<file path="config.mk">
export PLATFORM = sky130hd
export DESIGN_NAME = tmr_pair
export DESIGN_NICKNAME = d
export VERILOG_FILES = /design/src/rtl/tmr_pair_pkg.sv /design/src/rtl/tmr_sync.sv /design/src/rtl/tmr_tick_gen.sv /design/src/rtl/tmr_event.sv /design/src/rtl/tmr_unit.sv /design/src/rtl/tmr_pair.sv
export SDC_FILE = /design/constraint.sdc
export NUM_CORES = 1
export LEC_CHECK = 0
export CAP_MARGIN = 40
export CORE_UTILIZATION = 50
export DETAILED_ROUTE_END_ITERATION = 12
export PLACE_DENSITY = 0.69
export SLEW_MARGIN = 15
export SYNTH_ARGS = -nofsm -noshare
export SYNTH_HDL_FRONTEND = slang
export SYNTH_SLANG_ARGS = --single-unit
</file>
<file path="constraint.sdc">
create_clock -name clk -period 5.11 [get_ports clk]
set_input_delay 1.2775 -clock clk [delete_from_list [all_inputs] [get_ports clk]]
set_output_delay 1.2775 -clock clk [all_outputs]
set_load 0.02 [all_outputs]
</file>
<file path="src/rtl/tmr_pair_pkg.sv">
package tmr_pair_pkg;
  localparam int BYTE_W   = 8;
  localparam int ADDR_W   = 3;
  localparam int NUM_TMR  = 2;
  localparam int PRE_BITS = 5;

  localparam logic [ADDR_W-1:0] A_MODE = 3'd0;
  localparam logic [ADDR_W-1:0] A_CTRL = 3'd1;
  localparam logic [ADDR_W-1:0] A_LO0  = 3'd2;
  localparam logic [ADDR_W-1:0] A_HI0  = 3'd3;
  localparam logic [ADDR_W-1:0] A_LO1  = 3'd4;
  localparam logic [ADDR_W-1:0] A_HI1  = 3'd5;

  typedef enum logic [1:0] {
    MODE_13     = 2'b00,
    MODE_16     = 2'b01,
    MODE_RELOAD = 2'b10,
    MODE_SPLIT  = 2'b11
  } tmr_mode_e;

  typedef struct packed {
    logic      gate;
    logic      ext_src;
    tmr_mode_e mode;
  } tmr_cfg_t;

  typedef struct packed {
    logic              wrap;
    logic [BYTE_W-1:0] hi;
    logic [BYTE_W-1:0] lo;
  } tmr_step_t;

  // plain 8-bit increment with carry out in the top bit
  function automatic logic [BYTE_W:0] inc_byte(logic [BYTE_W-1:0] v);
    return {1'b0, v} + 1'b1;
  endfunction

  // one count step of a unit in the given structure
  function automatic tmr_step_t step_count(tmr_mode_e m,
                                           logic [BYTE_W-1:0] hi,
                                           logic [BYTE_W-1:0] lo);
    tmr_step_t           r;
    logic [PRE_BITS:0]   pre;
    logic [BYTE_W:0]     wide;
    logic [2*BYTE_W:0]   w16;
    r.wrap = 1'b0;
    r.hi   = hi;
    r.lo   = lo;
    pre    = '0;
    wide   = '0;
    w16    = '0;
    case (m)
      MODE_13: begin
        pre = {1'b0, lo[PRE_BITS-1:0]} + 1'b1;
        r.lo[PRE_BITS-1:0] = pre[PRE_BITS-1:0];
        if (pre[PRE_BITS]) begin
          wide   = inc_byte(hi);
          r.hi   = wide[BYTE_W-1:0];
          r.wrap = wide[BYTE_W];
        end
      end
      MODE_16: begin
        w16    = {1'b0, hi, lo} + 1'b1;
        r.hi   = w16[2*BYTE_W-1:BYTE_W];
        r.lo   = w16[BYTE_W-1:0];
        r.wrap = w16[2*BYTE_W];
      end
      MODE_RELOAD: begin
        if (lo == '1) begin
          r.lo   = hi;
          r.wrap = 1'b1;
        end else begin
          wide = inc_byte(lo);
          r.lo = wide[BYTE_W-1:0];
        end
      end
      default: begin
        wide   = inc_byte(lo);
        r.lo   = wide[BYTE_W-1:0];
        r.wrap = wide[BYTE_W];
      end
    endcase
    return r;
  endfunction
endpackage

</file>
<file path="src/rtl/tmr_sync.sv">
module tmr_sync #(
  parameter int W      = 4,
  parameter int STAGES = 2
) (
  input  logic         clk,
  input  logic         rst_n,
  input  logic [W-1:0] din,
  output logic [W-1:0] dout
);
  logic [W-1:0] chain [STAGES];

  always_ff @(posedge clk) begin
    if (!rst_n) begin
      for (int s = 0; s < STAGES; s++) chain[s] <= '0;
    end else begin
      chain[0] <= din;
      for (int s = 1; s < STAGES; s++) chain[s] <= chain[s-1];
    end
  end

  assign dout = chain[STAGES-1];
endmodule

</file>
<file path="src/rtl/tmr_tick_gen.sv">
module tmr_tick_gen #(
  parameter int DIV = 12
) (
  input  logic clk,
  input  logic rst_n,
  output logic tick
);
  localparam int CW = (DIV > 1) ? $clog2(DIV) : 1;
  localparam logic [CW-1:0] LAST = CW'(DIV - 1);

  logic [CW-1:0] cnt;

  assign tick = (cnt == LAST);

  always_ff @(posedge clk) begin
    if (!rst_n)    cnt <= '0;
    else if (tick) cnt <= '0;
    else           cnt <= cnt + 1'b1;
  end
endmodule

</file>
<file path="src/rtl/tmr_event.sv">
module tmr_event (
  input  logic clk,
  input  logic rst_n,
  input  logic tick,
  input  logic pin_s,
  input  logic ext_src,
  output logic evt,
  output logic fall
);
  logic prev;
  logic pend;

  assign fall = prev & ~pin_s;
  assign evt  = ext_src ? (tick & (pend | fall)) : tick;

  always_ff @(posedge clk) begin
    if (!rst_n) begin
      prev <= 1'b0;
      pend <= 1'b0;
    end else begin
      prev <= pin_s;
      if (tick)      pend <= 1'b0;
      else if (fall) pend <= 1'b1;
    end
  end
endmodule

</file>
<file path="src/rtl/tmr_unit.sv">
module tmr_unit
  import tmr_pair_pkg::*;
#(
  parameter bit SPLIT_OK = 1'b1
) (
  input  logic              clk,
  input  logic              rst_n,
  input  tmr_mode_e         mode,
  input  logic              cnt_en,
  input  logic              hi_en,
  input  logic              wr_lo,
  input  logic              wr_hi,
  input  logic [BYTE_W-1:0] wdata,
  output logic [BYTE_W-1:0] lo,
  output logic [BYTE_W-1:0] hi,
  output logic              wrap_main,
  output logic              wrap_hi
);
  tmr_step_t       step;
  logic [BYTE_W:0] hi_inc;
  logic            split_mode;
  logic            main_go;

  assign split_mode = (mode == MODE_SPLIT);
  assign main_go    = cnt_en && (SPLIT_OK || !split_mode);
  assign hi_inc     = inc_byte(hi);

  always_comb step = step_count(mode, hi, lo);

  assign wrap_main = main_go && step.wrap;
  assign wrap_hi   = SPLIT_OK && split_mode && hi_en && hi_inc[BYTE_W];

  always_ff @(posedge clk) begin
    if (!rst_n) begin
      lo <= '0;
      hi <= '0;
    end else begin
      if (wr_lo)        lo <= wdata;
      else if (main_go) lo <= step.lo;

      if (wr_hi) hi <= wdata;
      else if (SPLIT_OK && split_mode) begin
        if (hi_en) hi <= hi_inc[BYTE_W-1:0];
      end else if (main_go) hi <= step.hi;
    end
  end
endmodule

</file>
<file path="src/rtl/tmr_pair.sv">
module tmr_pair
  import tmr_pair_pkg::*;
#(
  parameter int PRESCALE    = 12,
  parameter int SYNC_STAGES = 2
) (
  input  logic              clk,
  input  logic              rst_n,
  input  logic              reg_we,
  input  logic [ADDR_W-1:0] reg_addr,
  input  logic [BYTE_W-1:0] reg_wdata,
  output logic [BYTE_W-1:0] reg_rdata,
  input  logic [NUM_TMR-1:0] cnt_pin,
  input  logic [NUM_TMR-1:0] gate_pin,
  output logic [NUM_TMR-1:0] ovf_flag,
  output logic [NUM_TMR-1:0] ovf_pulse
);
  localparam int CFG_W = $bits(tmr_cfg_t);

  logic                          tick;
  logic [2*NUM_TMR-1:0]          pins_s;
  logic [NUM_TMR-1:0]            cnt_s;
  logic [NUM_TMR-1:0]            gate_s;
  logic [NUM_TMR*CFG_W-1:0]      cfg_q;
  logic [NUM_TMR-1:0]            run_q;
  logic [NUM_TMR-1:0]            flag_q;
  logic [NUM_TMR-1:0]            pulse_q;
  logic [NUM_TMR-1:0][BYTE_W-1:0] cnt_lo;
  logic [NUM_TMR-1:0][BYTE_W-1:0] cnt_hi;
  logic [NUM_TMR-1:0]            evt;
  logic [NUM_TMR-1:0]            edge_seen;
  logic [NUM_TMR-1:0]            gate_ok;
  logic [NUM_TMR-1:0]            cnt_en;
  logic [NUM_TMR-1:0]            hi_en;
  logic [NUM_TMR-1:0]            ovf_main;
  logic [NUM_TMR-1:0]            ovf_hi;
  logic [NUM_TMR-1:0]            flag_set;
  logic                          ctrl_wr;
  logic                          split0;
  tmr_cfg_t                      cfg [NUM_TMR];

  tmr_tick_gen #(.DIV(PRESCALE)) u_tick (
    .clk(clk), .rst_n(rst_n), .tick(tick)
  );

  tmr_sync #(.W(2*NUM_TMR), .STAGES(SYNC_STAGES)) u_sync (
    .clk(clk), .rst_n(rst_n), .din({gate_pin, cnt_pin}), .dout(pins_s)
  );

  assign cnt_s  = pins_s[NUM_TMR-1:0];
  assign gate_s = pins_s[2*NUM_TMR-1:NUM_TMR];
  assign split0 = (cfg[0].mode == MODE_SPLIT);
  assign ctrl_wr = reg_we && (reg_addr == A_CTRL);

  genvar i;
  generate
    for (i = 0; i < NUM_TMR; i++) begin : g_tmr
      localparam logic [ADDR_W-1:0] LO_ADDR = ADDR_W'(2 + 2*i);
      localparam logic [ADDR_W-1:0] HI_ADDR = ADDR_W'(3 + 2*i);

      assign cfg[i]     = tmr_cfg_t'(cfg_q[i*CFG_W +: CFG_W]);
      assign gate_ok[i] = ~cfg[i].gate | gate_s[i];
      assign cnt_en[i]  = run_q[i] & gate_ok[i] & evt[i];

      if (i == 0) begin : g_hi_src
        assign hi_en[i] = split0 & run_q[1] & tick;
      end else begin : g_hi_off
        assign hi_en[i] = 1'b0;
      end

      tmr_event u_evt (
        .clk(clk), .rst_n(rst_n), .tick(tick), .pin_s(cnt_s[i]),
        .ext_src(cfg[i].ext_src), .evt(evt[i]), .fall(edge_seen[i])
      );

      tmr_unit #(.SPLIT_OK(i == 0)) u_unit (
        .clk(clk), .rst_n(rst_n), .mode(cfg[i].mode),
        .cnt_en(cnt_en[i]), .hi_en(hi_en[i]),
        .wr_lo(reg_we && (reg_addr == LO_ADDR)),
        .wr_hi(reg_we && (reg_addr == HI_ADDR)),
        .wdata(reg_wdata), .lo(cnt_lo[i]), .hi(cnt_hi[i]),
        .wrap_main(ovf_main[i]), .wrap_hi(ovf_hi[i])
      );
    end
  endgenerate

  assign flag_set[0] = ovf_main[0];
  assign flag_set[1] = split0 ? ovf_hi[0] : ovf_main[1];

  always_ff @(posedge clk) begin
    if (!rst_n) begin
      cfg_q   <= '0;
      run_q   <= '0;
      flag_q  <= '0;
      pulse_q <= '0;
    end else begin
      pulse_q <= ovf_main;
      if (reg_we && (reg_addr == A_MODE)) cfg_q <= reg_wdata;
      if (ctrl_wr) begin
        run_q  <= reg_wdata[NUM_TMR-1:0];
        flag_q <= reg_wdata[2*NUM_TMR-1:NUM_TMR] | flag_set;
      end else begin
        flag_q <= flag_q | flag_set;
      end
    end
  end

  always_comb begin
    case (reg_addr)
      A_MODE:  reg_rdata = cfg_q;
      A_CTRL:  reg_rdata = {{(BYTE_W-2*NUM_TMR){1'b0}}, flag_q, run_q};
      A_LO0:   reg_rdata = cnt_lo[0];
      A_HI0:   reg_rdata = cnt_hi[0];
      A_LO1:   reg_rdata = cnt_lo[1];
      A_HI1:   reg_rdata = cnt_hi[1];
      default: reg_rdata = '0;
    endcase
  end

  assign ovf_flag  = flag_q;
  assign ovf_pulse = pulse_q;
endmodule

</file>
**Yosys cells after proc, flatten, opt, wreduce, memory -nomap -nowiden**

Memories as Yosys holds them, arrays and structs flattened.
Index checks and enable logic that the tools add are counted.

- Multipliers: 0
- Equality and inequality tests: 19
- Bitwise operators: 23
- Div/mod/pow operators: 0
- $lt $le $gt $ge: 0
- $add $sub $neg: 9
- Reductions and logical operators: 26
- Muxes and demuxes: 33
- Shift operators: 0

Operator list:

| kind | count |
|---|---|
| 8-bit 2-to-1 mux | 12 |
| 8-bit one-hot mux with 6 select lines | 1 |
| 8-bit by 1-bit adder with 9-bit output, second input constant | 4 |
| 16-bit by 1-bit adder with 17-bit output, second input constant | 2 |
| 8-bit one-hot mux with 2 select lines | 2 |
| 5-bit one-hot mux with 3 select lines | 2 |
| 9-bit 2-to-1 mux | 2 |
| 3-bit one-hot mux with 3 select lines | 2 |
| 8-bit == test, second input constant | 2 |
| 5-bit by 1-bit adder with 6-bit output, second input constant | 2 |
| 1-bit logical AND | 11 |
| 1-bit AND | 10 |
| 2-bit == test, second input constant | 4 |
| 4-bit 2-to-1 mux | 2 |
| 1-bit 2-to-1 mux | 7 |
| 3-bit by 2-bit == test with 1-bit output, second input constant | 2 |
| 3-bit == test, second input constant | 2 |
| 3-bit by 1-bit inequality test with 1-bit output, second input constant | 2 |
| 1-bit OR | 6 |
| 1-bit one-hot mux with 3 select lines | 2 |
| 2-bit nonzero test | 3 |
| 3-bit nonzero test | 2 |
| 1-bit NOT | 5 |
| 4-bit by 1-bit adder with 4-bit output, second input constant | 1 |
| other kinds (15) | 20 |

- Bits in read-only memories: 0
- Latch bits: 0
- Output and inout port bits: 12
- Flip-flop bits (word level): 54
- Memories: 1
- Bits in writable memories: 8

Memory list:

| memory | words | bits a word | rd ports | clocked after Yosys merged registers in | wr ports | line | RTL |
|---|---|---|---|---|---|---|---|
| u_sync.chain | 2 | 4 | 2 | 0 | 2 | tmr_sync.sv:10 | `logic [W-1:0] chain [STAGES];` |

**Logic depth before layout (Yosys ltp)**

Gate-level depths: netlist of run 1.
An unclocked memory read counts as a cell.

- Word-level depth: 12
- Depth in mapped cells: 9

**Modules after synthesis**

Synthesis of run 1 repeated with hierarchy kept, for this count alone.

- Cells, all modules: 549
- Area, all modules: 4491.8 um^2

Modules (own cells, without submodules):

| module | area an instance (um^2) | cells each | sequential area each (um^2) | instances |
|---|---|---|---|---|
| tmr_unit (g_tmr[0].u_unit) | 1493.9 | 203 | 320.3 | 1 |
| tmr_unit (g_tmr[1].u_unit) | 1436.4 | 182 | 320.3 | 1 |
| tmr_pair | 970.9 | 110 | 280.3 | 1 |
| tmr_sync | 240.2 | 20 | 160.2 | 1 |
| tmr_event | 87.6 | 8 | 40.0 | 2 |
| tmr_tick_gen | 175.2 | 18 | 80.1 | 1 |

**Least setup slack after synthesis of run 1**

No wires, ideal clock.

- Kind: input -> output
- Start point: in reg_addr[0]
- End point: out reg_rdata[3]
- Stages: 5
- Slack: 1152 ps
- Data arrival time: 2681 ps
- Required time: 3833 ps
- Cells stage by stage: clkbuf_1 clkbuf_1 buf_1 a22oi_1 o221ai_1

- Word-level cells in the longest chain between the ends: 2

RTL lines:

| element | line | RTL |
|---|---|---|
| start, declared | tmr_pair.sv:10 | `input logic [ADDR_W-1:0] reg_addr,` |
| 3-bit == test (tied with other cells) | tmr_pair.sv:109 | `case (reg_addr)` |
| 8-bit one-hot mux with 6 select lines * | tmr_pair.sv:109 |  |
| end, declared | tmr_pair.sv:12 | `output logic [BYTE_W-1:0] reg_rdata,` |

Mark *: on every way between the ends. The rest lies on a longest branch, timed or not.

**Final worst setup path of run 1**

- Start point: in reg_addr[1]
- End point: out reg_rdata[7]

Same word-level chain as after synthesis.

==> results of run 1 <==
## flip-flops by register name (all words and copies together), names as in the netlist
signal            count
cfg_q                 8
g_tmr.u_evt.pend      2
g_tmr.u_evt.prev      2
g_tmr.u_unit.hi      16
g_tmr.u_unit.lo      16
ovf_flag              2
ovf_pulse             2
run_q                 2
u_sync.chain          8
u_tick.cnt            4
## layer usage
metal	track usage, %	part of all wire [%]	vias up
met5	0	0	-
met4	17.2	3.8	0
met3	5.82	8.7	39
met2	48.4	44	255
met1	45.8	43	2162
li1	-	-	2132
## layout by cell type, fill, tap and decap left out, drive strengths merged, types with 7 or more instances in the layout
cell           count
o22ai             11
a21oi             27
xnor2             11
ha                14
clkdlybuf4s50     29
clkbuf             9
a31oi             14
nand3             31
nor3              18
a22oi              8
and3              15
a221oi            12
nor2              39
inv               27
dfxtp             62
nand4             11
mux2i             14
nor4               9
nand2             62
o21ai             29
and2              13
and4               7
## power by group through the flow
stage / Combinational, mW / Clock (mW) / Sequential, mW
finish: 0.116 / 0.511 / 0.517
detailed placement: 0.113 / 0 / 0.527
floorplan: 0.0725 / 0 / 0.518
global placement: 0.111 / 0 / 0.527
global route: 0.126 / 0.546 / 0.519
CTS: 0.114 / 0.517 / 0.516
## kinds of logic (layout without fill, tap and decap cells)
group	count (synthesis)	count (layout)	share of synthesized area (%)
simple gates	233	233	28.4
flops	62	62	28.7
buf+inv	67	76	6.18
xor+xnor	14	14	2.83
mux	18	18	4.53
compound gates	158	158	25.4
fa+ha+maj	14	14	4.04
## area by class of cell
cell class / count / area, um2 / share of cell area [%]
repair buffers: 35 / 335 / 6.91
clock inverters: 7 / 103 / 2.12
multi-input cells: 437 / 2820 / 58.2
flip-flops and latches: 62 / 1240 / 25.6
clock buffers: 9 / 124 / 2.55
inverters: 25 / 93.8 / 1.93
well taps: 105 / 131 / 2.71
## per-stage QoR
step	utilization [%]	hold slack, ps	worst slack (ps)	area, um2
floorplan	-	412	1150	4330
global placement	55.7	416	446	4620
detailed placement	55.7	420	412	4620
CTS	58.5	443	405	4850
global route	58.5	458	246	4850
finish	58.5	438	360	4850
## final timing paths
check	end	from	cells past startpoint	slack (ps)
worst min-delay path	u_sync.chain[0][7]$_SDFF_PN0_	u_sync.chain[0][3]$_SDFF_PN0_	1	440
worst max register to register	g_tmr[0].u_unit.hi[2]$_SDFFE_PN0P_	g_tmr[0].u_unit.lo[2]$_SDFFE_PN0P_	5	2580
worst max-delay path	reg_rdata[7]	reg_addr[1]	5	360
worst min register to register	u_sync.chain[0][7]$_SDFF_PN0_	u_sync.chain[0][3]$_SDFF_PN0_	1	440
==> results.py, run 1 <==
metrics = {
    "synthesis": {
        "synth_top_cell_area_share_pct": 28.7,
        "ys_seq_area_share_pct": 28.7,
        "yosysWarningCount": 0,
        "synth-seq-cells": 62,
        "synth_common_cells": "dfxtp_1, nand2_1, nor2_1",
        "synth_flop_cell": "dfxtp_1",
        "synth_area_leader_cell": "dfxtp_1",
        "synth_area_leaders": "dfxtp_1, nand2_1, ha_1",
        "syn_area_per_cell_um2": 7.65,
        "syn-cell-area_um2": 4330,
        "yosys.cell_types.count": 73,
        "synth_nets": 598,
        "ys_async_sr_fraction_pct": 0,
        "netlist_instances": 566,
        "synth_edf_count": 0,
    },
    "power_and_ir_drop": {
        "p_comb_share_pct": 10.1,
        "p_sw_mw": 0.319,
        "swShare_pct": 27.9,
        "power_frac_seq_pct": 45.2,
        "ir_worst_vdd_mv": 0.209,
        "power_density_nw_per_um2": 236,
        "power_mw": 1.14,
        "power.leakage_nw": 1.73,
        "pwr-share-clk_pct": 44.7,
        "intPower_mw": 0.825,
    },
    "final_layout": {
        "fin_cells": 680,
        "drive_above_1_share_pct": 6.43,
        "layout.nets": 602,
        "antenna_cells": 0,
        "syn_to_final_growth_pct": 12.0,
        "fill_cells": 764,
    },
    "cts": {
        "cts_buffer_depth": 2,
        "clock-sinks": 62,
        "root_buffer": "clkbuf_8",
        "cts_tree": "built",
        "cts_max_level": 3,
        "worstSkewPairLatency_ps": 350,
        "clk_pin_slew_ps": 80,
        "cts_resized": 0,
        "numCtsBuffers": 9,
        "cts_setup_buffers": 0,
        "postCtsHoldBufs": 0,
    },
    "placement": {
        "dp_hpwl_mm": 9.82,
        "placed_cells": 664,
        "place_congestion": 0.958,
        "io_buffers": 29,
    },
    "hold_path": {
        "hold_class": "flop to flop",
    },
    "die": {
        "io_pins": 30,
        "fp.dieH_um": 95.1,
        "core_area_um2": 8300,
        "initial_core_util_pct": 52.2,
        "dieArea_um2": 9040,
        "die_x_um": 95.1,
        "rows": 33,
    },
    "global_route": {
        "grt_max_degree": 41,
        "grtUsageTotal_pct": 33.0,
        "grt_pass1_wl_mm": 22.4,
        "overflow": 0,
        "antenna_found_initial": 0,
        "first_global_vias": 4227,
    },
    "timing": {
        "period_share_pct": 92.9,
        "finalSetupTns_ps": 0,
        "fin_crit_ps": 4750,
        "drv_slew": 0,
        "tightest_slew_ps": 882,
        "report.final.hold_viol_count": 0,
        "rsz0062_at_grt": "no",
        "slew_headroom_pct": 40.6,
        "skew_ps": 17.8,
        "setup_violations": 0,
        "fmax_mhz": 211,
    },
    "detailed_routing": {
        "routed-via-count": 4588,
        "vias_per_cell": 6.75,
        "drc": 0,
        "firstDrtPassIters": 7,
        "post_drt_wl_per_cell_um": 20.6,
        "drtAntennaViolNets": 0,
        "routed_wl_mm": 14.0,
        "drtIter0Drc": 425,
    },
    "worst_setup_path": {
        "slowest_stage": "clkdlybuf4s50_1",
        "critPathLaunchType": "input pin",
        "crit_family": "buffers and inverters",
        "worst-path-buf-inv": 2,
        "worstPathMaxFanout": 10,
        "worstSetupPathType": "input pin to output port",
        "crit_path_frequent_cell": "clkdlybuf4s50_1",
        "critPathArrivalTime_ps": 3470,
        "crit_required_ps": 3830,
        "crit_path_max_incr_delay_ps": 650,
        "cp_cell_sequence": "clkdlybuf4s50_1 > nor2_1 > a22oi_1 > o21ai_0 > clkdlybuf4s50_1",
        "end_kind": "output port",
    },
    "outcome": {
        "outcome": "completed",
    },
    "run": {
        "drv_cap": 0,
    },
}
Note: power is estimated with default switching activity, not from simulation.
==> run 2, diff against run 1 <==
- SLEW_MARGIN: 15 -> unset
==> results of run 2 <==
Same layout as run 1: the final DEF is identical, and so are final timing and power.
==> run 3, diff against run 2 <==
- CAP_MARGIN: 40 -> 25
- CORE_MARGIN: unset -> 2
==> run 3 against run 2 <==
  * Worst hold slack got worse by 2.5 ps
  * Cell count fell by 0.15%
  * Total power rose by 4.1%
  * Die area rose by 4.3%
  * Sequential power barely moved
  * Register-to-register slack got worse by 50 ps
  * Critical endpoint unchanged
  * Largest cell class unchanged
==> results.py, run 3 (synthesized netlist as in run 1, its figures left out) <==
metrics = {
    "cts": {
        "cts_setup_buffers": 0,
        "cts_tree": "built",
        "worstSkewPairLatency_ps": 370,
        "root_buffer": "clkbuf_8",
        "cts_buffer_depth": 2,
        "clock-sinks": 62,
        "postCtsHoldBufs": 0,
        "cts_resized": 0,
        "cts_max_level": 3,
        "numCtsBuffers": 9,
        "clk_pin_slew_ps": 70,
    },
    "worst_setup_path": {
        "critPathArrivalTime_ps": 3420,
        "critPathLaunchType": "input pin",
        "crit_path_max_incr_delay_ps": 650,
        "r2r_start": "g_tmr[0].u_unit.lo[2]$_SDFFE_PN0P_",
        "worstSetupPathType": "input pin to output port",
        "r2r_setup_slack_ps": 2530,
        "end_kind": "output port",
        "crit_required_ps": 3830,
        "rr_endpoint": "g_tmr[0].u_unit.hi[3]$_SDFFE_PN0P_",
        "r2r_cells": 5,
        "crit_path_frequent_cell": "clkdlybuf4s50_1",
        "worstPathMaxFanout": 9,
        "slowest_stage": "clkdlybuf4s50_1",
        "cp_cell_sequence": "clkdlybuf4s50_1 > nor2_1 > a22oi_1 > o21ai_0 > clkdlybuf4s50_1",
    },
    "timing": {
        "rsz0062_at_grt": "no",
        "skew_ps": 19.4,
        "period_share_pct": 92.0,
        "fmax_mhz": 213,
        "tightest_slew_ps": 855,
        "slew_headroom_pct": 42.5,
        "finalSetupTns_ps": 0,
        "report.final.hold_viol_count": 0,
        "fin_crit_ps": 4700,
        "setup_violations": 0,
        "drv_slew": 0,
    },
    "power_and_ir_drop": {
        "power_density_nw_per_um2": 245,
        "ir_worst_vdd_mv": 0.193,
        "power.leakage_nw": 1.73,
    },
    "global_route": {
        "grt_max_degree": 32,
        "first_global_vias": 4406,
        "grt_pass1_wl_mm": 23.2,
        "grtUsageTotal_pct": 30.6,
        "overflow": 0,
        "antenna_found_initial": 0,
    },
    "final_layout": {
        "syn_to_final_growth_pct": 12.3,
        "antenna_cells": 0,
        "reg_top3": "g_tmr.u_unit.hi: 16 flops, g_tmr.u_unit.lo: 16 flops",
        "design_area_um2": 4860,
        "final_cell_mix": "nand2_1, dfxtp_1, nor2_1, nand3_1",
        "layout.nets": 601,
        "drive_above_1_share_pct": 6.27,
        "fill_cells": 766,
    },
    "hold_path": {
        "hold_depth": 1,
        "hold_class": "flop to flop",
        "hold_path.startpoint": "u_sync.chain[0][1]$_SDFF_PN0_",
        "whs_endpoint": "u_sync.chain[0][5]$_SDFF_PN0_",
    },
    "placement": {
        "place_congestion": 0.927,
        "placed_area_um2": 4620,
        "io_buffers": 29,
        "dp_hpwl_mm": 9.97,
    },
    "detailed_routing": {
        "drtIter0Drc": 502,
        "vias_per_cell": 6.80,
        "routed_wl_mm": 14.2,
        "drtAntennaViolNets": 0,
        "firstDrtPassIters": 5,
        "drc": 0,
        "routed-via-count": 4620,
        "post_drt_wl_per_cell_um": 21.0,
    },
    "die": {
        "dieArea_um2": 9420,
        "fp.dieH_um": 97.1,
        "die_x_um": 97.1,
        "initial_core_util_pct": 52.2,
        "io_pins": 30,
        "rows": 33,
        "core_area_um2": 8300,
    },
    "outcome": {
        "outcome": "completed",
    },
    "run": {
        "drv_cap": 0,
    },
}
## run 3: changes by cell type in the layout (fill, tap and decap cells not counted), sizes merged
cell and change:
clkinvlp +1, buf -1, bufinv +1, clkinv +1, inv -3
## run 3: layout make-up
cell class                 instances  area [um2]  share of cell area (%)
clock inverter                     7         123                    2.52
clock buffer                       9         124                    2.55
sequential                        62        1240                    25.5
tap                              105         131                    2.70
multi-input combinational        437        2820                    58.0
inverter                          25        93.8                    1.93
timing repair buffer              34         328                    6.74
## run 3: worst max-delay path by stage
stage                            from            to  cells after the start
after floorplan           reg_addr[0]  reg_rdata[3]                      5
after global placement    reg_addr[0]  reg_rdata[7]                      5
after detailed placement  reg_addr[0]  reg_rdata[7]                      5
after CTS                 reg_addr[0]  reg_rdata[7]                      5
after global routing      reg_addr[0]  reg_rdata[0]                      7
final                     reg_addr[0]  reg_rdata[7]                      5
## run 3: layer usage
layer | global-route usage, % | routed length [um] | up-vias | part of all wire (%)
met5 | 0 | 0 | - | 0
met4 | 14.7 | 571 | 0 | 4.0
met3 | 5.76 | 1490 | 47 | 10
met2 | 45.4 | 6150 | 276 | 43
met1 | 42.7 | 6030 | 2170 | 42
li1 | - | - | 2127 | -
## run 3: worst max-delay path, delay by kind of cell
kind                   cells  cell delay (ps)
AND/OR/NAND/NOR            1              490
buffers and inverters      2             1240
AO/OA/AOI/OAI              2              410
## run 3: per-stage QoR
stage	hold WS (ps)	worst slack (ps)	power (mW)	std cells	utilization, %
after floorplan	412	1150	0.590	566	-
after global placement	413	478	0.638	663	55.6
after detailed placement	421	466	0.640	663	55.6
after CTS	439	457	1.19	679	58.6
after global routing	460	325	1.22	679	58.6
final	436	408	1.19	679	58.6
## run 3: report_power, final
part	switching [mW]	total, mW	internal [mW]
Sequential	0.0201	0.517	0.497
Combinational	0.0694	0.116	0.0464
Clock	0.232	0.558	0.326
